## src/rtl/pra_pkg.sv

```systemverilog
package pra_pkg;

    localparam int NUM_IRQ    = 10;
    localparam int IRQ_IDX_W  = $clog2(NUM_IRQ + 1);
    localparam int BAR_SLOTS  = 6;
    localparam int SLOT_W     = $clog2(BAR_SLOTS + 1);
    localparam int BAR_DWORD0 = 4;
    localparam logic [7:0] NO_IRQ = 8'hFF;

    typedef struct packed {
        logic        done;
        logic        err;
        logic [31:0] value;
        logic [7:0]  index;
    } rsp_t;

    // Interrupt line handed out for the n-th request needing one.
    function automatic logic [7:0] irq_line(input logic [IRQ_IDX_W-1:0] n);
        case (n)
            4'd0:    irq_line = 8'd3;
            4'd1:    irq_line = 8'd5;
            4'd2:    irq_line = 8'd6;
            4'd3:    irq_line = 8'd7;
            4'd4:    irq_line = 8'd9;
            4'd5:    irq_line = 8'd10;
            4'd6:    irq_line = 8'd11;
            4'd7:    irq_line = 8'd12;
            4'd8:    irq_line = 8'd14;
            4'd9:    irq_line = 8'd15;
            default: irq_line = NO_IRQ;
        endcase
    endfunction

    function automatic logic is_irq_line(input logic [7:0] v);
        is_irq_line = 1'b0;
        for (int i = 0; i < NUM_IRQ; i++)
            if (irq_line(IRQ_IDX_W'(i)) == v) is_irq_line = 1'b1;
    endfunction

endpackage

```

## src/rtl/pra_window.sv

```systemverilog
// Bump-pointer carver for one address window.
module pra_window #(
    parameter logic [31:0] BASE  = 32'h0,
    parameter logic [31:0] STEP  = 32'h100,
    parameter logic [31:0] LIMIT = 32'h1000
) (
    input  logic        clk,
    input  logic        rst,
    input  logic        take,
    output logic [31:0] ptr,
    output logic        avail
);
    assign avail = (ptr < LIMIT);

    always_ff @(posedge clk) begin
        if (rst)
            ptr <= BASE;
        else if (take && avail)
            ptr <= ptr + STEP;
    end
endmodule

```

## src/rtl/pra_irq_pool.sv

```systemverilog
// Hands out interrupt lines from the fixed list in order.
module pra_irq_pool
    import pra_pkg::*;
(
    input  logic       clk,
    input  logic       rst,
    input  logic       take,
    output logic [7:0] line,
    output logic       avail
);
    logic [IRQ_IDX_W-1:0] next_q;

    assign avail = (next_q < IRQ_IDX_W'(NUM_IRQ));
    assign line  = irq_line(next_q);

    always_ff @(posedge clk) begin
        if (rst)
            next_q <= '0;
        else if (take && avail)
            next_q <= next_q + 1'b1;
    end
endmodule

```

## src/rtl/pra_dev_table.sv

```systemverilog
// Per-function state: interrupt assignment, BAR count and BAR words.
module pra_dev_table
    import pra_pkg::*;
#(
    parameter int MAX_DEV = 12,
    parameter int CNT_W   = $clog2(MAX_DEV + 1)
) (
    input  logic              clk,
    input  logic              rst,
    input  logic              add_dev,
    input  logic              add_irq_en,
    input  logic [7:0]        add_irq_line,
    input  logic              add_bar,
    input  logic [CNT_W-1:0]  bar_dev,
    input  logic [31:0]       bar_word,
    output logic [CNT_W-1:0]  dev_count,
    output logic [SLOT_W-1:0] sel_bar_cnt,
    input  logic [CNT_W-1:0]  q_irq_dev,
    output logic [7:0]        q_irq_line,
    input  logic [CNT_W-1:0]  q_cfg_dev,
    input  logic [3:0]        q_cfg_idx,
    output logic [31:0]       q_cfg_data
);
    logic [CNT_W-1:0]  count_q;
    logic              irq_en_q  [MAX_DEV];
    logic [7:0]        irq_ln_q  [MAX_DEV];
    logic [SLOT_W-1:0] bar_cnt_q [MAX_DEV];
    logic [31:0]       bar_q     [MAX_DEV][BAR_SLOTS];

    assign dev_count = count_q;

    always_ff @(posedge clk) begin
        if (rst)
            count_q <= '0;
        else if (add_dev)
            count_q <= count_q + 1'b1;
    end

    for (genvar d = 0; d < MAX_DEV; d++) begin : g_dev
        logic dev_hit, bar_hit;
        assign dev_hit = add_dev && (count_q == CNT_W'(d));
        assign bar_hit = add_bar && (bar_dev == CNT_W'(d));

        always_ff @(posedge clk) begin
            if (rst) begin
                irq_en_q[d]  <= 1'b0;
                irq_ln_q[d]  <= NO_IRQ;
                bar_cnt_q[d] <= '0;
            end else begin
                if (dev_hit) begin
                    irq_en_q[d] <= add_irq_en;
                    irq_ln_q[d] <= add_irq_en ? add_irq_line : NO_IRQ;
                end
                if (bar_hit)
                    bar_cnt_q[d] <= bar_cnt_q[d] + 1'b1;
            end
        end

        for (genvar s = 0; s < BAR_SLOTS; s++) begin : g_slot
            always_ff @(posedge clk) begin
                if (rst)
                    bar_q[d][s] <= '0;
                else if (bar_hit && bar_cnt_q[d] == SLOT_W'(s))
                    bar_q[d][s] <= bar_word;
            end
        end
    end

    always_comb begin
        sel_bar_cnt = '0;
        q_irq_line  = NO_IRQ;
        q_cfg_data  = '0;
        for (int d = 0; d < MAX_DEV; d++) begin
            if (bar_dev == CNT_W'(d))
                sel_bar_cnt = bar_cnt_q[d];
            if (q_irq_dev == CNT_W'(d) && irq_en_q[d])
                q_irq_line = irq_ln_q[d];
            if (q_cfg_dev == CNT_W'(d))
                for (int s = 0; s < BAR_SLOTS; s++)
                    if (q_cfg_idx == 4'(BAR_DWORD0 + s))
                        q_cfg_data = bar_q[d][s];
        end
    end
endmodule

```

## src/rtl/pra_alloc_top.sv

```systemverilog
module pra_alloc_top
    import pra_pkg::*;
#(
    parameter int          MAX_DEV  = 12,
    parameter logic [31:0] MEM_BASE = 32'h8000_0000,
    parameter logic [31:0] MEM_STEP = 32'h0001_0000,
    parameter logic [31:0] MEM_END  = 32'h8008_0000,
    parameter logic [31:0] IO_BASE  = 32'h0000_1000,
    parameter logic [31:0] IO_STEP  = 32'h0000_0100,
    parameter logic [31:0] IO_END   = 32'h0000_1300,
    localparam int         CNT_W    = $clog2(MAX_DEV + 1)
) (
    input  logic             clk,
    input  logic             rst,
    input  logic             dev_valid,
    input  logic             dev_need_irq,
    output logic             dev_ready,
    input  logic             bar_valid,
    input  logic [CNT_W-1:0] bar_dev,
    input  logic             bar_is_io,
    output logic             bar_ready,
    output logic             rsp_done,
    output logic             rsp_err,
    output logic [31:0]      rsp_value,
    output logic [7:0]       rsp_index,
    input  logic [CNT_W-1:0] irq_q_dev,
    output logic [7:0]       irq_q_line,
    input  logic [CNT_W-1:0] cfg_dev,
    input  logic [3:0]       cfg_dword,
    output logic [31:0]      cfg_data
);
    logic init_q;
    rsp_t rsp_q, rsp_d;

    logic [CNT_W-1:0]  dev_count;
    logic [SLOT_W-1:0] sel_bar_cnt;
    logic [31:0]       mem_ptr, io_ptr;
    logic              mem_avail, io_avail;
    logic [7:0]        irq_next;
    logic              irq_avail;

    logic dev_go, bar_go, dev_ok, bar_ok;
    logic dev_commit, bar_commit, irq_take;
    logic [31:0] bar_base, bar_word;

    // Handshake: device port has priority over the BAR port.
    assign dev_ready = !init_q;
    assign bar_ready = !init_q && !dev_valid;
    assign dev_go    = dev_valid && dev_ready;
    assign bar_go    = bar_valid && bar_ready;

    assign dev_ok = (dev_count < CNT_W'(MAX_DEV)) && (!dev_need_irq || irq_avail);
    assign bar_ok = (bar_dev < dev_count)
                 && (sel_bar_cnt < SLOT_W'(BAR_SLOTS))
                 && (bar_is_io ? io_avail : mem_avail);

    // The init cycle registers the host bridge with no interrupt.
    assign dev_commit = init_q ? !rst : (dev_go && dev_ok);
    assign bar_commit = bar_go && bar_ok;
    assign irq_take   = dev_go && dev_ok && dev_need_irq;

    assign bar_base = bar_is_io ? io_ptr : mem_ptr;
    assign bar_word = bar_is_io ? (io_ptr | 32'h1) : (mem_ptr & ~32'hF);

    pra_window #(.BASE(MEM_BASE), .STEP(MEM_STEP), .LIMIT(MEM_END)) u_mem_win (
        .clk(clk), .rst(rst), .take(bar_commit && !bar_is_io),
        .ptr(mem_ptr), .avail(mem_avail)
    );

    pra_window #(.BASE(IO_BASE), .STEP(IO_STEP), .LIMIT(IO_END)) u_io_win (
        .clk(clk), .rst(rst), .take(bar_commit && bar_is_io),
        .ptr(io_ptr), .avail(io_avail)
    );

    pra_irq_pool u_irq (
        .clk(clk), .rst(rst), .take(irq_take),
        .line(irq_next), .avail(irq_avail)
    );

    pra_dev_table #(.MAX_DEV(MAX_DEV), .CNT_W(CNT_W)) u_table (
        .clk(clk), .rst(rst),
        .add_dev(dev_commit),
        .add_irq_en(!init_q && dev_need_irq),
        .add_irq_line(irq_next),
        .add_bar(bar_commit), .bar_dev(bar_dev), .bar_word(bar_word),
        .dev_count(dev_count), .sel_bar_cnt(sel_bar_cnt),
        .q_irq_dev(irq_q_dev), .q_irq_line(irq_q_line),
        .q_cfg_dev(cfg_dev), .q_cfg_idx(cfg_dword), .q_cfg_data(cfg_data)
    );

    always_comb begin
        rsp_d       = '0;
        rsp_d.done  = dev_go || bar_go;
        if (dev_go) begin
            rsp_d.err = !dev_ok;
            if (dev_ok) begin
                rsp_d.value = dev_need_irq ? {24'h0, irq_next} : {24'h0, NO_IRQ};
                rsp_d.index = 8'(dev_count);
            end
        end else if (bar_go) begin
            rsp_d.err = !bar_ok;
            if (bar_ok) begin
                rsp_d.value = bar_base;
                rsp_d.index = 8'(sel_bar_cnt);
            end
        end
    end

    always_ff @(posedge clk) begin
        if (rst) begin
            init_q <= 1'b1;
            rsp_q  <= '0;
        end else begin
            init_q <= 1'b0;
            rsp_q  <= rsp_d;
        end
    end

    assign rsp_done  = rsp_q.done;
    assign rsp_err   = rsp_q.err;
    assign rsp_value = rsp_q.value;
    assign rsp_index = rsp_q.index;
endmodule

```

## config.mk

```make
export PLATFORM = sky130hd
export DESIGN_NAME = pra_alloc_top
export DESIGN_NICKNAME = d
export VERILOG_FILES = /design/src/rtl/pra_pkg.sv /design/src/rtl/pra_window.sv /design/src/rtl/pra_irq_pool.sv /design/src/rtl/pra_dev_table.sv /design/src/rtl/pra_alloc_top.sv
export SDC_FILE = /design/constraint.sdc
export NUM_CORES = 2
export LEC_CHECK = 0
export BUFFER_PORTS_ARGS = -buffer_cell sky130_fd_sc_hd__buf_2
export CORE_MARGIN = 1.5
export CORE_UTILIZATION = 32
export CTS_CLUSTER_SIZE = 25
export DETAILED_ROUTE_END_ITERATION = 8
export RECOVER_POWER = 100
export SLEW_MARGIN = 0
export SYNTH_ARGS = -nofsm -noshare
export SYNTH_HDL_FRONTEND = slang
export SYNTH_SLANG_ARGS = --single-unit
```

## constraint.sdc

```tcl
create_clock -name clk -period 6.8 [get_ports clk]
set_clock_uncertainty 0.1 [all_clocks]
set_input_delay 0.68 -clock clk [delete_from_list [all_inputs] [get_ports clk]]
set_output_delay 0.68 -clock clk [all_outputs]
set_load 0.05 [all_outputs]
```

==> impl_results.rst <==
.. list-table::
   :header-rows: 1

   * - Metric
     - Value
   * - CP required
     - 6020 ps
   * - Total power divided by cell area
     - 269 nW/um2
   * - DRC viols
     - 0
   * - Cell Int Power
     - 20.7 mW
   * - Async set or reset register ratio after synthesis
     - 0%
   * - Most common cell in the netlist
     - edfxtp_1
   * - Switching Share
     - around a quarter
   * - Vias
     - 71.6k
   * - Clock-pin slew reported for the worst setup and hold paths after clock tree synthesis
     - 60 ps
   * - Initial core utilization
     - 32.2%
   * - Number of input and output port buffers inserted
     - 94
   * - Synthesis-to-layout area growth
     - 14.7%
   * - Combined area of the multi-input logic cells
     - 28,700 um2
   * - Number of distinct standard cells referenced by the synthesized netlist
     - 86
   * - Worst Setup Path Type
     - in2out
   * - Arrival time of data at the critical path endpoint
     - 6130 ps
   * - Pin count of the biggest net entering global routing
     - 108
   * - Worst slew slack as a fraction of its limit
     - -117%
   * - Final Routed Wirelength
     - 419,000 um
   * - CP Max Fanout
     - between 80 and 90
   * - Final HPWL from detailed placement
     - approximately 270,000 um
   * - First-pass GRT wire length
     - roughly 560,000 um
   * - GRT Total Usage
     - 28.5%
   * - Fraction of layout cells with a size suffix above 1
     - a little under an eighth
   * - Antenna Nets Post-Route
     - 0
   * - Part of the power in the clock network
     - 41.9%
   * - Sequential area share after synthesis
     - 65.6%
   * - Area enclosed by the die boundary
     - about 280,000 um2
   * - Switching pwr
     - 7.04 mW
   * - Final Net Count
     - 7,768
   * - Via-per-instance ratio
     - 6.17
   * - Vert. Die Dim
     - roughly 530 um
   * - Count of mapped cells out of synthesis
     - 7,534
   * - CTS tree
     - done
   * - Per-instance average area after synthesis
     - 12.0 um2
   * - Area share of the largest cell type after synthesis
     - 63.6%
   * - Largest cells by area after synthesis
     - edfxtp_1 (64%), nor3_1 (4.7%), nor2_1 (4.3%), o21ai_0 (2.4%), dfxtp_1 (2.0%)
   * - Violations in the final reports
     - max-capacitance violations, max-slew violations, negative setup slack
   * - Period utilisation layout
     - 102%
   * - Netlist area before placement
     - 90,100 um2
   * - Vias in the first global route
     - 65.9k
   * - Clock latency of the later-clocked register in the worst-skew pair
     - between 900 and 1000 ps
   * - Actual slew at the worst max-slew pin
     - 3230 ps
   * - H-tree level count
     - 4
   * - Commonest cells post-synth
     - edfxtp_1 (1,908), nor2_1 (1,036), nor3_1 (844), clkbuf_1 (448), o21ai_0 (431)
   * - Maximum buffer depth of the clock tree
     - 3
   * - Static leakage
     - 33.5 nW
   * - RSZ-0062 raised after global routing
     - no
   * - # setup viols final
     - 3
   * - Primary flip-flop cell chosen by synthesis mapping
     - edfxtp_1
   * - Highest Clock Rate
     - 0.145 GHz
   * - Tmin final
     - around 6900 ps
   * - Sort of element at the end of the critical path
     - output port
   * - Footprint of the flip-flops and latches
     - slightly below 60,000 um2
   * - Overall power consumption
     - 27.8 mW
   * - Final Non-Filler Cells
     - 11.6k
   * - HP Class
     - in2reg
   * - Final Wtd Congestion
     - roughly 1.1
   * - GR Overflow Total
     - 0
   * - Area of the core
     - 280,000 um2
   * - Relative contribution of sequential cells to total power
     - 50.6%
   * - Die width
     - 534 um
   * - Maximum Capacitance Violations
     - 35
   * - Initial antenna violation count
     - 48
   * - Kind of start point of the critical path
     - input port
   * - Worst Setup Slack, final
     - -111 ps
   * - Total clock sinks
     - 1,997
   * - Hold Fails Final Rpt
     - 0
   * - Post-placement setup slack
     - about 73 ps
   * - Clock root cell
     - clkbuf_16
   * - Avg WL per Cell
     - 36.1 um
   * - IO Count
     - around 110
   * - Initial detailed-routing violation count
     - between 10k and 15k
   * - Number of warnings issued by yosys
     - 0
   * - Combinational share of power
     - 7.5%
   * - Number of storage elements in the synthesis netlist
     - between 1.5k and 2k
   * - Cell type with the largest total area after synthesis
     - edfxtp_1
   * - Peak supply drop
     - 225 uV
   * - Number of enable flip-flop cells after synthesis
     - between 1.5k and 2k
   * - Number of rows created at floorplan
     - ~190
   * - Outcome
     - finished with violations
   * - Router iterations before antenna repair
     - 8
   * - Number of instances in the placed design
     - 11.2k
   * - Number of clock buffers inserted by TritonCTS
     - about 210
   * - Total of fill cells in the finished design
     - 27.1k
   * - Max-slew violation count
     - 866
[cells in the final DEF, fill, tap and decap left out, drive strengths merged, types with 32 or more instances in the layout]
| cell | netlist | routed |
|---|---|---|
| or3 | 48 | 48 |
| mux4 | 54 | 54 |
| and3 | 38 | 38 |
| o21bai | 55 | 55 |
| a21oi | 328 | 328 |
| ha | 74 | 74 |
| nor4 | 39 | 39 |
| a211oi | 37 | 37 |
| nor2b | 53 | 53 |
| dfxtp | 89 | 89 |
| o21ai | 435 | 435 |
| mux2 | 72 | 72 |
| clkinv | 1 | 105 |
| inv | 79 | 89 |
| nand2b | 32 | 32 |
| a222oi | 36 | 36 |
| conb | 1 | 230 |
| a221oi | 49 | 49 |
| a22oi | 88 | 88 |
| edfxtp | 1908 | 1908 |
| o221ai | 84 | 84 |
| o22ai | 180 | 180 |
| o211ai | 42 | 42 |
| nor2 | 1036 | 1036 |
| nand2 | 379 | 379 |
| nand3 | 78 | 78 |
| clkbuf | 448 | 448 |
| mux2i | 175 | 175 |
| nor3 | 844 | 844 |
| buf | 367 | 324 |
| nand4 | 38 | 38 |
[logic make-up after synthesis]
| kind of cell | share of synthesized area (%) |
|---|---|
| flops | 65.6 |
| other cells | 0.00416 |
| fa+ha+maj | 1.03 |
| xor+xnor | 0.0583 |
| simple gates | 13.6 |
| mux | 4.19 |
| compound gates | 11.4 |
| buf+inv | 4.20 |
[flip-flops by register name (all words and copies together), names as in the netlist]
signal / cells
init_q: 1
rsp_done: 1
rsp_err: 1
rsp_index: 4
rsp_value: 29
u_io_win.ptr: 24
u_irq.line: 5
u_irq.next_q: 4
u_mem_win.ptr: 16
u_table.bar_cnt_q: 36
u_table.bar_q: 1800
u_table.dev_count: 4
u_table.irq_en_q: 12
u_table.irq_ln_q: 60
[power groups by stage]
stage | clock network (mW) | registers (mW) | logic [mW]
2_1_floorplan | 0 | 14.2 | 0.998
3_3_place_gp | 0 | 14.3 | 1.99
3_5_place_dp | 0 | 14.3 | 2.00
4_1_cts | 11.7 | 14.1 | 2.01
5_1_grt | 12.1 | 14.1 | 2.08
6_report | 11.6 | 14.1 | 2.07
[cell type report]
class                      instances  area share (%)
multi-input combinational       4871            27.8
antenna                           28          0.0678
timing repair buffer             508            3.51
inverter                          80           0.295
sequential                      1997            57.2
clock inverter                   132            1.19
tap                             3724            4.51
clock buffer                     267            5.44
[metrics by stage]
step                      hold slack (ps)  TNS (ps)  cell area (um2)  utilization, %
after global routing                  187         0           103000            36.9
after CTS                            17.6         0           104000            37.2
after global placement                355         0            97000            34.7
final                                 174      -206           103000            37.0
after detailed placement              357         0            97000            34.7
after floorplan                       338         0            91000               -
[critical path, stage by stage]
cell and delay [ps]:
buf_8 660, buf_4 420, nand4b_1 190, buf_12 320
nor2_1 560, a211oi_1 300, nor4_1 710, nand4_1 420
nor4_1 560, nand4_1 670, clkbuf_2 450
[path summary, 6_finish.rpt]
| path | from | endpoint | slack (ps) | cells past startpoint |
|---|---|---|---|---|
| worst max-delay path | cfg_dword[0] | cfg_data[29] | -110 | 11 |
| worst min-delay path | dev_valid | rsp_err$_SDFF_PP0_ | 170 | 4 |
| worst max register to register | u_table.bar_cnt_q[1][2]$_SDFFCE_PN0P_ | u_table.bar_q[0][585]$_SDFFCE_PN0P_ | 90 | 7 |
| worst min register to register | u_io_win.ptr[14]$_SDFFE_PP0P_ | u_io_win.ptr[14]$_SDFFE_PP0P_ | 370 | 1 |
[metal layers]
| metal | track usage, % | wire [um] |
|---|---|---|
| met3 | 9.99 | 59700 |
| met2 | 41.0 | 174000 |
| met5 | 0 | 242 |
| met1 | 35.5 | 149000 |
| met4 | 20.4 | 36200 |
[repair_timing]
item | 4_1_cts | 5_1_grt
hold buffers | 3 | 0
setup buffers | 0 | 0
resized for setup | 0 | 1
endpoints found under the hold margin | 6 | 0
endpoints found under the setup margin | 0 | 1
No activity file was read; power rests on OpenSTA's default activity.
